## src/rtl/ras_pkg.sv

```systemverilog
package ras_pkg;
  typedef enum logic {
    SEQ_IDLE = 1'b0,
    SEQ_POP  = 1'b1
  } seq_state_t;
endpackage

```

## src/rtl/ras_ptr.sv

```systemverilog
module ras_ptr #(
  parameter int DEPTH = 2,
  parameter int PW    = 2
) (
  input  logic          clk,
  input  logic          rst,
  input  logic          push_en,
  input  logic          pop_en,
  input  logic          wr_en,
  input  logic [PW-1:0] wr_val,
  output logic [PW-1:0] ptr_q,
  output logic [PW-1:0] push_slot,
  output logic          ovf_ev,
  output logic          unf_ev
);
  localparam logic [PW-1:0] EMPTY = PW'(DEPTH);

  logic at_top;

  assign push_slot = ptr_q - 1'b1;
  assign at_top    = (ptr_q >= EMPTY);
  assign ovf_ev    = push_en && (ptr_q == '0);
  assign unf_ev    = pop_en && at_top;

  always_ff @(posedge clk) begin
    if (rst)          ptr_q <= EMPTY;
    else if (wr_en)   ptr_q <= wr_val;
    else if (push_en) ptr_q <= push_slot;
    else if (pop_en)  ptr_q <= at_top ? EMPTY : ptr_q + 1'b1;
  end

  a_r2_push_steps_down: assert property (@(posedge clk) disable iff (rst)
    push_en |=> ptr_q == PW'($past(ptr_q) - 1));
  a_r6_wrap_at_zero: assert property (@(posedge clk) disable iff (rst)
    (push_en && ptr_q == '0) |=> ptr_q == '1);
  a_r7_saturate_top: assert property (@(posedge clk) disable iff (rst)
    (pop_en && ptr_q >= EMPTY) |=> ptr_q == EMPTY);
  a_r8_single_op: assert property (@(posedge clk) disable iff (rst)
    $onehot0({push_en, pop_en, wr_en}));
endmodule

```

## src/rtl/ras_store.sv

```systemverilog
module ras_store #(
  parameter int DW    = 12,
  parameter int DEPTH = 2,
  parameter int PW    = 2
) (
  input  logic          clk,
  input  logic          rst,
  input  logic          wr_en,
  input  logic [PW-1:0] waddr,
  input  logic [DW-1:0] wdata,
  input  logic          rd_en,
  input  logic [PW-1:0] raddr,
  output logic [DW-1:0] rdata_q,
  output logic          undef_q
);
  logic [DW-1:0] mem [DEPTH];
  logic          r_real;
  logic          w_real;

  assign r_real = (int'(raddr) < DEPTH);
  assign w_real = (int'(waddr) < DEPTH);

  always_ff @(posedge clk) begin
    if (wr_en && w_real) mem[waddr] <= wdata;
    if (rd_en) rdata_q <= r_real ? mem[raddr] : '0;
  end

  always_ff @(posedge clk) begin
    if (rst) undef_q <= 1'b0;
    else     undef_q <= rd_en && !r_real;
  end

  a_r5_filler_zero: assert property (@(posedge clk) disable iff (rst)
    undef_q |-> rdata_q == '0);
endmodule

```

## src/rtl/ras_seq.sv

```systemverilog
module ras_seq
  import ras_pkg::*;
#(
  parameter int AW = 12
) (
  input  logic          clk,
  input  logic          rst,
  input  logic          start,
  input  logic [AW-1:0] ar,
  output logic          busy,
  output logic          seq_pop,
  output logic [AW-1:0] fetch_addr_q,
  output logic          done_q
);
  seq_state_t st_q;

  assign busy    = (st_q == SEQ_POP);
  assign seq_pop = busy;

  always_ff @(posedge clk) begin
    if (rst) begin
      st_q   <= SEQ_IDLE;
      done_q <= 1'b0;
    end else begin
      done_q <= busy;
      if (busy)       st_q <= SEQ_IDLE;
      else if (start) st_q <= SEQ_POP;
    end
  end

  always_ff @(posedge clk) begin
    if (rst)                 fetch_addr_q <= '0;
    else if (start && !busy) fetch_addr_q <= ar;
  end

  a_r10_one_busy_cycle: assert property (@(posedge clk) disable iff (rst)
    busy |=> !busy);
  a_r10_done_after_busy: assert property (@(posedge clk) disable iff (rst)
    done_q |-> $past(busy));
endmodule

```

## src/rtl/ret_stack2.sv

```systemverilog
module ret_stack2 #(
  parameter int AW    = 12,
  parameter int DEPTH = 2,
  parameter int SPW   = 4
) (
  input  logic           clk,
  input  logic           rst,
  input  logic           push_i,
  input  logic           pop_i,
  input  logic           tbl_i,
  input  logic           sp_wr_i,
  input  logic [AW-1:0]  wdata_i,
  input  logic [AW-1:0]  ar_i,
  input  logic [SPW-1:0] sp_wdata_i,
  output logic [SPW-1:0] sp_rdata_o,
  output logic [AW-1:0]  rdata_o,
  output logic           rvalid_o,
  output logic           tbl_done_o,
  output logic           fetch_req_o,
  output logic [AW-1:0]  fetch_addr_o,
  output logic           busy_o,
  output logic           undef_o,
  output logic           ovf_o,
  output logic           unf_o,
  output logic           conflict_o
);
  localparam int PW = $clog2(DEPTH + 1);

  logic [2:0]    req_cnt;
  logic          busy, seq_pop, accept, clash;
  logic          push_en, pop_en, wr_en, ovf_ev, unf_ev;
  logic [PW-1:0] ptr_q, push_slot;

  assign req_cnt = 3'(push_i) + 3'(pop_i) + 3'(tbl_i) + 3'(sp_wr_i);
  assign accept  = !busy && (req_cnt == 3'd1);
  assign clash   = !busy && (req_cnt > 3'd1);
  assign push_en = accept && (push_i || tbl_i);
  assign pop_en  = (accept && pop_i) || seq_pop;
  assign wr_en   = accept && sp_wr_i;

  ras_ptr #(.DEPTH(DEPTH), .PW(PW)) u_ptr (
    .clk(clk), .rst(rst), .push_en(push_en), .pop_en(pop_en),
    .wr_en(wr_en), .wr_val(sp_wdata_i[PW-1:0]), .ptr_q(ptr_q),
    .push_slot(push_slot), .ovf_ev(ovf_ev), .unf_ev(unf_ev)
  );

  ras_store #(.DW(AW), .DEPTH(DEPTH), .PW(PW)) u_store (
    .clk(clk), .rst(rst), .wr_en(push_en), .waddr(push_slot),
    .wdata(wdata_i), .rd_en(pop_en), .raddr(ptr_q),
    .rdata_q(rdata_o), .undef_q(undef_o)
  );

  ras_seq #(.AW(AW)) u_seq (
    .clk(clk), .rst(rst), .start(accept && tbl_i), .ar(ar_i),
    .busy(busy), .seq_pop(seq_pop), .fetch_addr_q(fetch_addr_o),
    .done_q(tbl_done_o)
  );

  assign busy_o      = busy;
  assign fetch_req_o = busy;
  assign sp_rdata_o  = {{(SPW-PW){1'b0}}, ptr_q};

  always_ff @(posedge clk) begin
    if (rst) begin
      rvalid_o   <= 1'b0;
      ovf_o      <= 1'b0;
      unf_o      <= 1'b0;
      conflict_o <= 1'b0;
    end else begin
      rvalid_o   <= pop_en;
      ovf_o      <= ovf_ev;
      unf_o      <= unf_ev;
      conflict_o <= clash;
    end
  end

  a_r8_conflict_keeps_ptr: assert property (@(posedge clk) disable iff (rst)
    conflict_o |-> ptr_q == $past(ptr_q));
  a_r11_busy_ignores: assert property (@(posedge clk) disable iff (rst)
    busy |-> !push_en && !wr_en);
  a_r3_valid_follows_pop: assert property (@(posedge clk) disable iff (rst)
    (accept && pop_i) |=> rvalid_o);
  a_r1_reset_empty: assert property (@(posedge clk)
    $past(rst) |-> (sp_rdata_o == SPW'(DEPTH) && !busy_o && !rvalid_o));
endmodule

```

## config.mk

```make
export PLATFORM = sky130hd
export DESIGN_NAME = ret_stack2
export DESIGN_NICKNAME = d
export VERILOG_FILES = /design/src/rtl/ras_pkg.sv /design/src/rtl/ras_ptr.sv /design/src/rtl/ras_store.sv /design/src/rtl/ras_seq.sv /design/src/rtl/ret_stack2.sv
export SDC_FILE = /design/constraint.sdc
export NUM_CORES = 1
export LEC_CHECK = 0
export ABC_AREA = 1
export BUFFER_PORTS_ARGS = -buffer_cell sky130_fd_sc_hd__buf_2
export CAP_MARGIN = 20
export CELL_PAD_IN_SITES_DETAIL_PLACEMENT = 2
export CELL_PAD_IN_SITES_GLOBAL_PLACEMENT = 2
export CORE_MARGIN = 1.5
export CORE_UTILIZATION = 29
export CTS_BUF_LIST = sky130_fd_sc_hd__clkbuf_8
export DETAILED_ROUTE_END_ITERATION = 10
export PLACE_DENSITY = 0.85
export SLEW_MARGIN = 40
export SYNTH_ARGS = -nofsm -noshare
export SYNTH_HDL_FRONTEND = slang
export SYNTH_SLANG_ARGS = --single-unit
```

## constraint.sdc

```tcl
create_clock -name clk -period 2.7 [get_ports clk]
set_clock_uncertainty 0.05 [all_clocks]
set_input_delay 0.27 -clock clk [delete_from_list [all_inputs] [get_ports clk]]
set_output_delay 0.27 -clock clk [all_outputs]
set_load 0.01 [all_outputs]
```

==> impl_results.md, run 1 <==
- Status: finished clean
- Largest net degree at the start of global routing: 21
- Hold Crit Depth: 1
- Leakage power: 1.26 nW
- Synth area leader: edfxtp_1
- Detailed Place HPWL: 4490 microns
- H-tree Lvls: 3
- CTS Root Cell: clkbuf_8
- CP required: 2860 ps
- Inserted Diodes: 0
- Placed cell areas: 0.00271 sq mm
- Tmin final: 2500 ps
- Initial DRC count: 58
- Die area: 0.00834 sq mm
- Worst setup EP type: flip-flop
- Type of origin of the critical path: primary input
- Syn Inst Count: 206
- Final Hold Fails: 0
- Gpl congestion: 0.709
- Row count: 32
- GR Util All Layers: 16.6%
- Pwr/cell area: 775 mW/mm^2
- Antenna-violating nets left: 0
- Share of the synthesized area in the top cell type: 47.8%
- Vias in the first global route: 1,992
- Worst r2r src: u_ptr.ptr_q[1]
- TritonCTS Sinks: 57
- Most frequent cells after synthesis: nor2_1, edfxtp_1, nand2_1
- Final setup violation count: 0
- EDFF count, synth: 36
- CTS tree: built
- Total iterations of the first detailed-routing run: 3
- Num ports: 70
- CTS Buffer Depth: 2
- Grt total ovfl: 0
- Synthesized flop and latch total: 57
- Ranking of synthesized cells by area: edfxtp_1, dfxtp_1, nor2_1
- VDD IR max: 0.283 mV
- Crit path launch: push_i
- Final setup margin: 197 ps
- F_max: 400 MHz
- Initial Util: 29.6%
- Residual DRC: 0
- Ys flop type: edfxtp_1
- Chip Width: 91.3 microns
- HP Class: primary input to flip-flop
- Synth Area per Inst: 11.0 sq um
- Avg Vias per Cell: 4.50
- DIE HEIGHT: 91.3 microns
- Synthesis Warnings: 0
- Vias: 1,731
- Syn-to-layout area delta: 28.0%
- Final period util: 92.7%
- Post-synthesis cell area: 0.00226 sq mm
- Crit-path max FO: 13
- Unrepaired setup endpoints after global routing: false
- WL per Instance: 16.2 microns
- Antenna violations before repair: 0
- Layout cells sized above 1: 31.4%
- First-pass GRT wire length: 10,100 microns
- Post_cts resized: 0
- Most common cell in the synthesized netlist: nor2_1
- Post-CTS Setup Bufs: 0
- Hold Crit Start: wdata_i[7]
- Min Hold Slack: 66.3 ps
- Clock Latency Late Sink: 340 ps
- Final wirelength: 6230 microns
- Number of CTS-inserted buffers: 9
- Synth async-reset ratio: 0%
- Total negative slack: 0 ps
- Synth unique cells: 23
- Hold buffer count at cts: 0
- Fin. max-slew vios: 0
- Port bufs: 65
- Clock transition at path regs: 70 ps
- R2R depth: 5
- Final Instance Area: 0.00290 sq mm
- Fin nets: 320
- Maxcap violations: 0
- Sequential fraction of the synthesis area: 66.4%
- Critical path arrival: 2660 ps
- Dpl ws: -198 ps
- Critical path class: primary input to flip-flop
- Core box area: 0.00765 sq mm
layer usage:
layer / up-vias / GRT usage [%] / wire, microns
met5: - / 0 / 0
met4: 0 / 9.64 / 184
met3: 13 / 5.03 / 313
met2: 56 / 30.6 / 3410
met1: 825 / 16.1 / 2320
li1: 837 / - / -
final cells by class:
type                       count  area (sq um)
inverter                      16          60.1
tap                          102           128
multi-input combinational    123           637
clock inverter                 7          62.6
sequential                    57          1500
fill                         866          4750
clock buffer                   9           124
timing repair buffer          71           383
power by group:
group,switching [mW],internal [mW],total [mW],leakage [nW]
Sequential,0.0276,1.02,1.05,0.500
Clock,0.344,0.415,0.759,0.0939
Combinational,0.290,0.147,0.437,0.663
Total,0.661,1.58,2.24,1.26
cells by family (layout without fill, tap and decap cells):
| kind of cell | Yosys count | in the layout | synth area share, % |
|---|---|---|---|
| AND/OR/NAND/NOR | 87 | 87 | 17.1 |
| other | 1 | 2 | 0.166 |
| adder cells (fa/ha/maj) | 8 | 8 | 4.76 |
| flip-flops | 57 | 57 | 66.4 |
| AO/OA/AOI/OAI | 26 | 26 | 5.97 |
| buffers and inverters | 27 | 103 | 5.64 |
cells in the final DEF (no fill, tap or decap):
| cell | netlist | layout |
|---|---|---|
| buf_2 | 3 | 65 |
| nor2_1 | 37 | 37 |
| edfxtp_1 | 36 | 36 |
| nand2_1 | 22 | 22 |
| dfxtp_1 | 21 | 21 |
| inv_1 | 16 | 17 |
| nand3_1 | 16 | 16 |
| o21ai_0 | 12 | 12 |
| a21oi_1 | 12 | 12 |
| clkbuf_8 | 0 | 9 |
| ha_1 | 7 | 7 |
| buf_4 | 4 | 5 |
| nand4_1 | 4 | 4 |
| nand3_2 | 2 | 2 |
| or2_1 | 2 | 2 |
| nor3_1 | 2 | 2 |
| conb_1 | 1 | 2 |
| clkinv_2 | 0 | 2 |
| clkinvlp_4 | 0 | 2 |
| nor2_2 | 1 | 1 |
| nor2_4 | 1 | 1 |
| a2111oi_0 | 1 | 1 |
| a31oi_1 | 1 | 1 |
| fa_1 | 1 | 1 |
| bufinv_16 | 0 | 1 |
| clkinv_1 | 0 | 1 |
| buf_12 | 0 | 1 |
per-stage QoR:
stage | total power, mW | utilization, % | cells
2_1_floorplan | 1.32 | - | 207
3_3_place_gp | 1.47 | 35.4 | 369
3_5_place_dp | 1.51 | 35.4 | 369
4_1_cts | 2.28 | 37.9 | 385
5_1_grt | 2.37 | 37.9 | 385
6_report | 2.24 | 37.9 | 385
flip-flops by register name, summed over array words and instances (netlist names):
name and cells:
u_store.mem 24, u_seq.fetch_addr_q 12, u_store.rdata_q 12, u_ptr.ptr_q 2, conflict_o 1, ovf_o 1
rvalid_o 1, u_seq.busy 1, u_seq.done_q 1, u_store.undef_q 1, unf_o 1
worst paths after layout:
| check | endpoint | slack [ps] |
|---|---|---|
| setup / recovery | u_seq.fetch_addr_q[7] | 200 |
| hold / removal | u_store.mem[1][7] | 70 |
| setup reg to reg | u_store.mem[0][1] | 850 |
| hold reg to reg | u_seq.fetch_addr_q[9] | 410 |
worst max-delay path, cell delays in order:
cell and delay [ps]:
buf_2 90, inv_1 60, fa_1 540, inv_1 50, ha_1 190, inv_1 80
ha_1 250, inv_1 100, nand3_2 100, nor2_4 140, buf_4 220, nand2_1 310
nand2_1 170, a21oi_1 80
Power figures use the tool's default switching activity.
==> inputs of run 2 (changes only) <==
Settings changed: CORE_UTILIZATION 29 to 35, PLACE_DENSITY 0.85 to 0.95.
Clock period 2.7 ns to 3.2 ns, I/O delays scaled along.
==> impl_results.md, run 2 (synthesized netlist as in run 1, its figures left out) <==
- Status: finished clean (unchanged)
- Row count: 29 (was 32)
- Int Power: 1.32 mW (was 1.58 mW)
- Worst-margin pin slew: 544 ps
- Worst path bufs/invs: 6 (unchanged)
- TritonCTS Sinks: 57 (unchanged)
- Vias: 1,764 (was 1,731)
- Largest Register: u_store.mem (unchanged)
- HP Class: primary input to flip-flop (unchanged)
- Clock transition at path regs: 70 ps (about the same)
- Switch share: 29.4% (was 29.5%)
- Post-CTS Setup Bufs: 0 (unchanged)
- Antenna violations before repair: 0 (unchanged)
- Final period util: 80.6%
- CTS Root Cell: clkbuf_8 (unchanged)
- Residual DRC: 0 (unchanged)
- Chip Width: 83.4 microns (was 91.3 microns)
- Num ports: 70 (unchanged)
- Leakage power: 1.25 nW (was 1.26 nW)
- DIE HEIGHT: 83.4 microns (was 91.3 microns)
- Max stage delay on crit path: 560 ps (was 540 ps)
- Vias in the first global route: 1,893 (was 1,992)
- Filler cells: 686 (was 866)
- Total negative slack: 0 ps (unchanged)
- Reg power frac: 48.2% (was 46.7%)
- Finished Core Util: 44.8% (was 37.9%)
- Antenna-violating nets left: 0 (unchanged)
- Most common cell after layout, fill and taps aside: buf_2 (unchanged)
- Layout cells sized above 1: 30.2% (was 31.4%)
- Final wirelength: 6490 microns (was 6230 microns)
- Most frequent cells in the layout: buf_2, nor2_1, edfxtp_1 (unchanged)
- Syn-to-layout area delta: 25.1% (was 28.0%)
- Pwr/cell area: 662 mW/mm^2 (was 775 mW/mm^2)
- Inserted Diodes: 0 (unchanged)
- Unrepaired setup endpoints after global routing: false (unchanged)
- Detailed Place HPWL: 4750 microns (was 4490 microns)
- Clock Latency Late Sink: 330 ps (was 340 ps)
- Port bufs: 65 (unchanged)
- Worst slew margin: 63.7%
- First-pass GRT wire length: 10,200 microns (was 10,100 microns)
- H-tree Lvls: 3 (unchanged)
- Initial Util: 35.8% (was 29.6%)
- Clock share of power: 33.2% (was 33.8%)
- Crit-path max FO: 13 (unchanged)
- Post_cts resized: 0 (unchanged)
- CP top delay family: adder cells (unchanged)
- Max reg flops: 24 (unchanged)
- Maxcap violations: 0 (unchanged)
- Core box area: 0.00631 sq mm (was 0.00765 sq mm)
- CP required: 3350 ps (was 2860 ps)
- Final setup violation count: 0 (unchanged)
- Critical path cell sequence: buf_2, inv_1, fa_1, inv_1, ha_1, inv_1, ha_1, inv_1, nand3_2, nor2_4, buf_4, nand2_1, nand2_1, a21oi_1 (unchanged)
- Sw power: 0.550 mW (was 0.661 mW)
- Avg Vias per Cell: 4.93 (was 4.50)
- Worst setup EP type: flip-flop (unchanged)
- Largest registers: u_store.mem (24), u_seq.fetch_addr_q (12), u_store.rdata_q (12) (unchanged)
- Gpl congestion: 0.807 (was 0.709)
- Fin nets: 318 (was 320)
- Type of origin of the critical path: primary input (unchanged)
- Comb pwr share: 18.6% (was 19.5%)
- Hold buffer count at cts: 0 (unchanged)
- F_max: 388 MHz
- CTS Buffer Depth: 2 (unchanged)
- Initial DRC count: 76 (was 58)
- GR Util All Layers: 19.8% (was 16.6%)
- Largest net degree at the start of global routing: 21 (unchanged)
- CTS tree: built (unchanged)
- Final Hold Fails: 0 (unchanged)
- Critical path's most frequent cell: inv_1 (unchanged)
- Critical path class: primary input to flip-flop (unchanged)
- Critical path's slowest cell: fa_1 (unchanged)
- Die area: 0.00695 sq mm (was 0.00834 sq mm)
- Fin. max-slew vios: 0 (unchanged)
- Total iterations of the first detailed-routing run: 4 (was 3)
- VDD IR max: 0.250 mV (was 0.283 mV)
- Grt total ovfl: 0 (unchanged)
- Number of CTS-inserted buffers: 9 (unchanged)
- Critical path arrival: 2720 ps (was 2660 ps)
- Tmin final: 2580 ps
- WL per Instance: 18.1 microns (was 16.2 microns)
-- run 2: final timing paths --
kind / endpoint / cells past startpoint / slack, ps / startpoint
worst min register to register: u_seq.fetch_addr_q[6] / 2 / 410 / u_seq.fetch_addr_q[6]
worst min-delay path: u_store.mem[1][4] / 1 / 130 / wdata_i[4]
worst max-delay path: u_seq.fetch_addr_q[8] / 14 / 620 / push_i
worst max register to register: u_store.mem[1][9] / 5 / 1210 / u_ptr.ptr_q[0]
-- run 2: through the flow --
step / cells / hold WS, ps / power, mW / worst slack, ps / instance area, sq um
6_report: 358 / 132 / 1.87 / 621 / 2830
3_3_place_gp: 342 / 394 / 1.22 / 453 / 2650
5_1_grt: 358 / 117 / 1.97 / 365 / 2830
4_1_cts: 358 / 115 / 1.89 / 575 / 2830
2_1_floorplan: 207 / 369 / 1.11 / 283 / 2270
3_5_place_dp: 342 / 408 / 1.26 / 334 / 2650
-- run 2: power by group through the flow --
stage / Sequential [mW] / Clock, mW / Combinational [mW]
floorplan: 0.922 / 0 / 0.189
global placement: 0.909 / 0 / 0.308
detailed placement: 0.918 / 0 / 0.347
CTS: 0.903 / 0.634 / 0.356
global route: 0.908 / 0.670 / 0.388
finish: 0.901 / 0.622 / 0.349
-- run 2: cell type report --
cell class              instances  area, sq um  area share (%)
repair buffers                 69          355            12.6
flip-flops and latches         57         1500            53.1
multi-input cells             123          637            22.5
clock buffers                   9          124            4.38
well taps                      77         96.3            3.41
inverters                      16         60.1            2.12
clock inverters                 7         55.1            1.95
-- run 2: per-layer routing --
layer	vias to the layer above	track usage, %	share of wire [%]
li1	828	-	-
met1	866	21.5	39
met2	56	36.5	54
met4	0	8.18	1.8
met5	-	0	0
met3	14	4.97	5.1
==> inputs of run 3 (changes only) <==
Settings changed: CORE_UTILIZATION 35 to 29, PLACE_DENSITY 0.95 to 0.85.
Clock period 3.2 ns to 2.3 ns, I/O delays scaled along.
==> impl_results.md, run 3 (synthesized netlist as in run 1, its figures left out) <==
- Num ports: 70 (unchanged)
- Worst setup EP type: flip-flop (unchanged)
- Total iterations of the first detailed-routing run: 4 (unchanged)
- Antenna-violating nets left: 0 (unchanged)
- GR Util All Layers: 17.2% (was 19.8%)
- Largest registers: u_store.mem (24), u_seq.fetch_addr_q (12), u_store.rdata_q (12) (unchanged)
- Tmin final: 2220 ps
- Core box area: 0.00765 sq mm (was 0.00631 sq mm)
- Pwr/cell area: 880 mW/mm^2 (was 662 mW/mm^2)
- Final setup margin: 80.0 ps (was 621 ps)
- Largest Register: u_store.mem (unchanged)
- Detailed Place HPWL: 4850 microns (was 4750 microns)
- F_max: 450 MHz
- Clock Latency Late Sink: 330 ps (about the same)
- First-pass GRT wire length: 10,700 microns (was 10,200 microns)
- H-tree Lvls: 3 (unchanged)
- Status: finished clean (unchanged)
- Leakage power: 1.32 nW (was 1.25 nW)
- Finished Core Util: 39.9% (was 44.8%)
- Type of origin of the critical path: primary input (unchanged)
- Syn-to-layout area delta: 35.0% (was 25.1%)
- CTS tree: built (unchanged)
- Initial Util: 29.6% (was 35.8%)
- Antenna violations before repair: 0 (unchanged)
- Row count: 32 (was 29)
- TritonCTS Sinks: 57 (unchanged)
- Dpl ws: -325 ps (was 334 ps)
- Unrepaired setup endpoints after global routing: false (unchanged)
- Fin. max-slew vios: 0 (unchanged)
- Total negative slack: 0 ps (unchanged)
- Largest net degree at the start of global routing: 21 (unchanged)
- HP Class: primary input to flip-flop (unchanged)
- Crit-path max FO: 12 (was 13)
- WL per Instance: 16.4 microns (was 18.1 microns)
- CTS Root Cell: clkbuf_8 (unchanged)
- Avg Vias per Cell: 4.64 (was 4.93)
- Final wirelength: 6510 microns (was 6490 microns)
- Final Hold Fails: 0 (unchanged)
- Final period util: 96.5%
- Max reg flops: 24 (unchanged)
- Fin nets: 332 (was 318)
- Tot Pwr: 2.69 mW (was 1.87 mW)
- Number of CTS-inserted buffers: 9 (unchanged)
- Post-CTS Setup Bufs: 0 (unchanged)
- Die area: 0.00834 sq mm (was 0.00695 sq mm)
- Critical path class: primary input to flip-flop (unchanged)
- Residual DRC: 0 (unchanged)
- CP required: 2290 ps (was 3350 ps)
- Port bufs: 65 (unchanged)
- Critical path arrival: 2210 ps (was 2720 ps)
- Grt total ovfl: 0 (unchanged)
- Gpl congestion: 0.731 (was 0.807)
- Initial DRC count: 40 (was 76)
- Filler cells: 811 (was 686)
- VDD IR max: 0.257 mV (was 0.250 mV)
- Chip Width: 91.3 microns (was 83.4 microns)
- Final setup violation count: 0 (unchanged)
- Layout cells sized above 1: 36.4% (was 30.2%)
- Inserted Diodes: 0 (unchanged)
- DIE HEIGHT: 91.3 microns (was 83.4 microns)
- Vias in the first global route: 2,094 (was 1,893)
- Min Hold Slack: 39.0 ps (was 132 ps)
- Maxcap violations: 0 (unchanged)
- Clock transition at path regs: 70 ps (about the same)
- CTS Buffer Depth: 2 (unchanged)
- Most frequent cells in the layout: buf_2, edfxtp_1, nor2_1 (was buf_2, nor2_1, edfxtp_1)
- Most common cell after layout, fill and taps aside: buf_2 (unchanged)
- Vias: 1,836 (was 1,764)
[run 3: final timing paths]
kind / endpoint / slack (ps) / start / cells past startpoint
max: u_store.mem[0][4] / 80 / sp_wr_i / 13
min: u_store.mem[0][5] / 40 / wdata_i[5] / 1
max reg2reg: u_store.mem[0][4] / 690 / u_ptr.ptr_q[1] / 5
min reg2reg: u_seq.fetch_addr_q[2] / 410 / u_seq.fetch_addr_q[2] / 2
[run 3: final cells by class]
class | instances | area, sq um | share of cell area (%)
Clock buffer | 9 | 124 | 4.06
Clock inverter | 6 | 50.0 | 1.64
Inverter | 16 | 67.6 | 2.21
Multi-Input combinational cell | 123 | 679 | 22.2
Sequential cell | 57 | 1500 | 49.2
Tap cell | 102 | 128 | 4.18
Timing Repair Buffer | 83 | 504 | 16.5
[run 3: per-layer routing]
| metal | GRT usage, % | part of all wire (%) | up-vias |
|---|---|---|---|
| li1 | - | - | 860 |
| met1 | 18.8 | 40 | 903 |
| met2 | 29.9 | 53 | 60 |
| met3 | 4.69 | 5.0 | 13 |
| met4 | 9.51 | 2.6 | 0 |
| met5 | 0 | 0 | - |
[run 3: report_power, final]
| group | total [mW] | leakage, nW | internal [mW] | switching (mW) |
|---|---|---|---|---|
| registers | 1.23 | 0.500 | 1.20 | 0.0346 |
| logic | 0.600 | 0.726 | 0.229 | 0.371 |
| clock network | 0.854 | 0.0890 | 0.477 | 0.377 |
[run 3: critical path, stage by stage]
cell and delay (ps):
clkbuf_4 140, inv_8 30, fa_1 540, inv_1 50, ha_2 190, inv_2 80
ha_4 210, inv_2 70, nand3_2 100, nor2_4 130, nand3_4 100, nor2_4 140
buf_12 160
[run 3: repair_timing]
item | in CTS | in global routing
hold endpoints to repair | 0 | 0
endpoints found under the setup margin | 0 | 24
hold buffers | 0 | 0
resized for setup | 0 | 2
[run 3: through the flow]
stage	cell area [sq um]	cells
detailed placement	2870	381
global route	3050	396
floorplan	2320	207
CTS	3050	396
finish	3050	396
global placement	2870	381
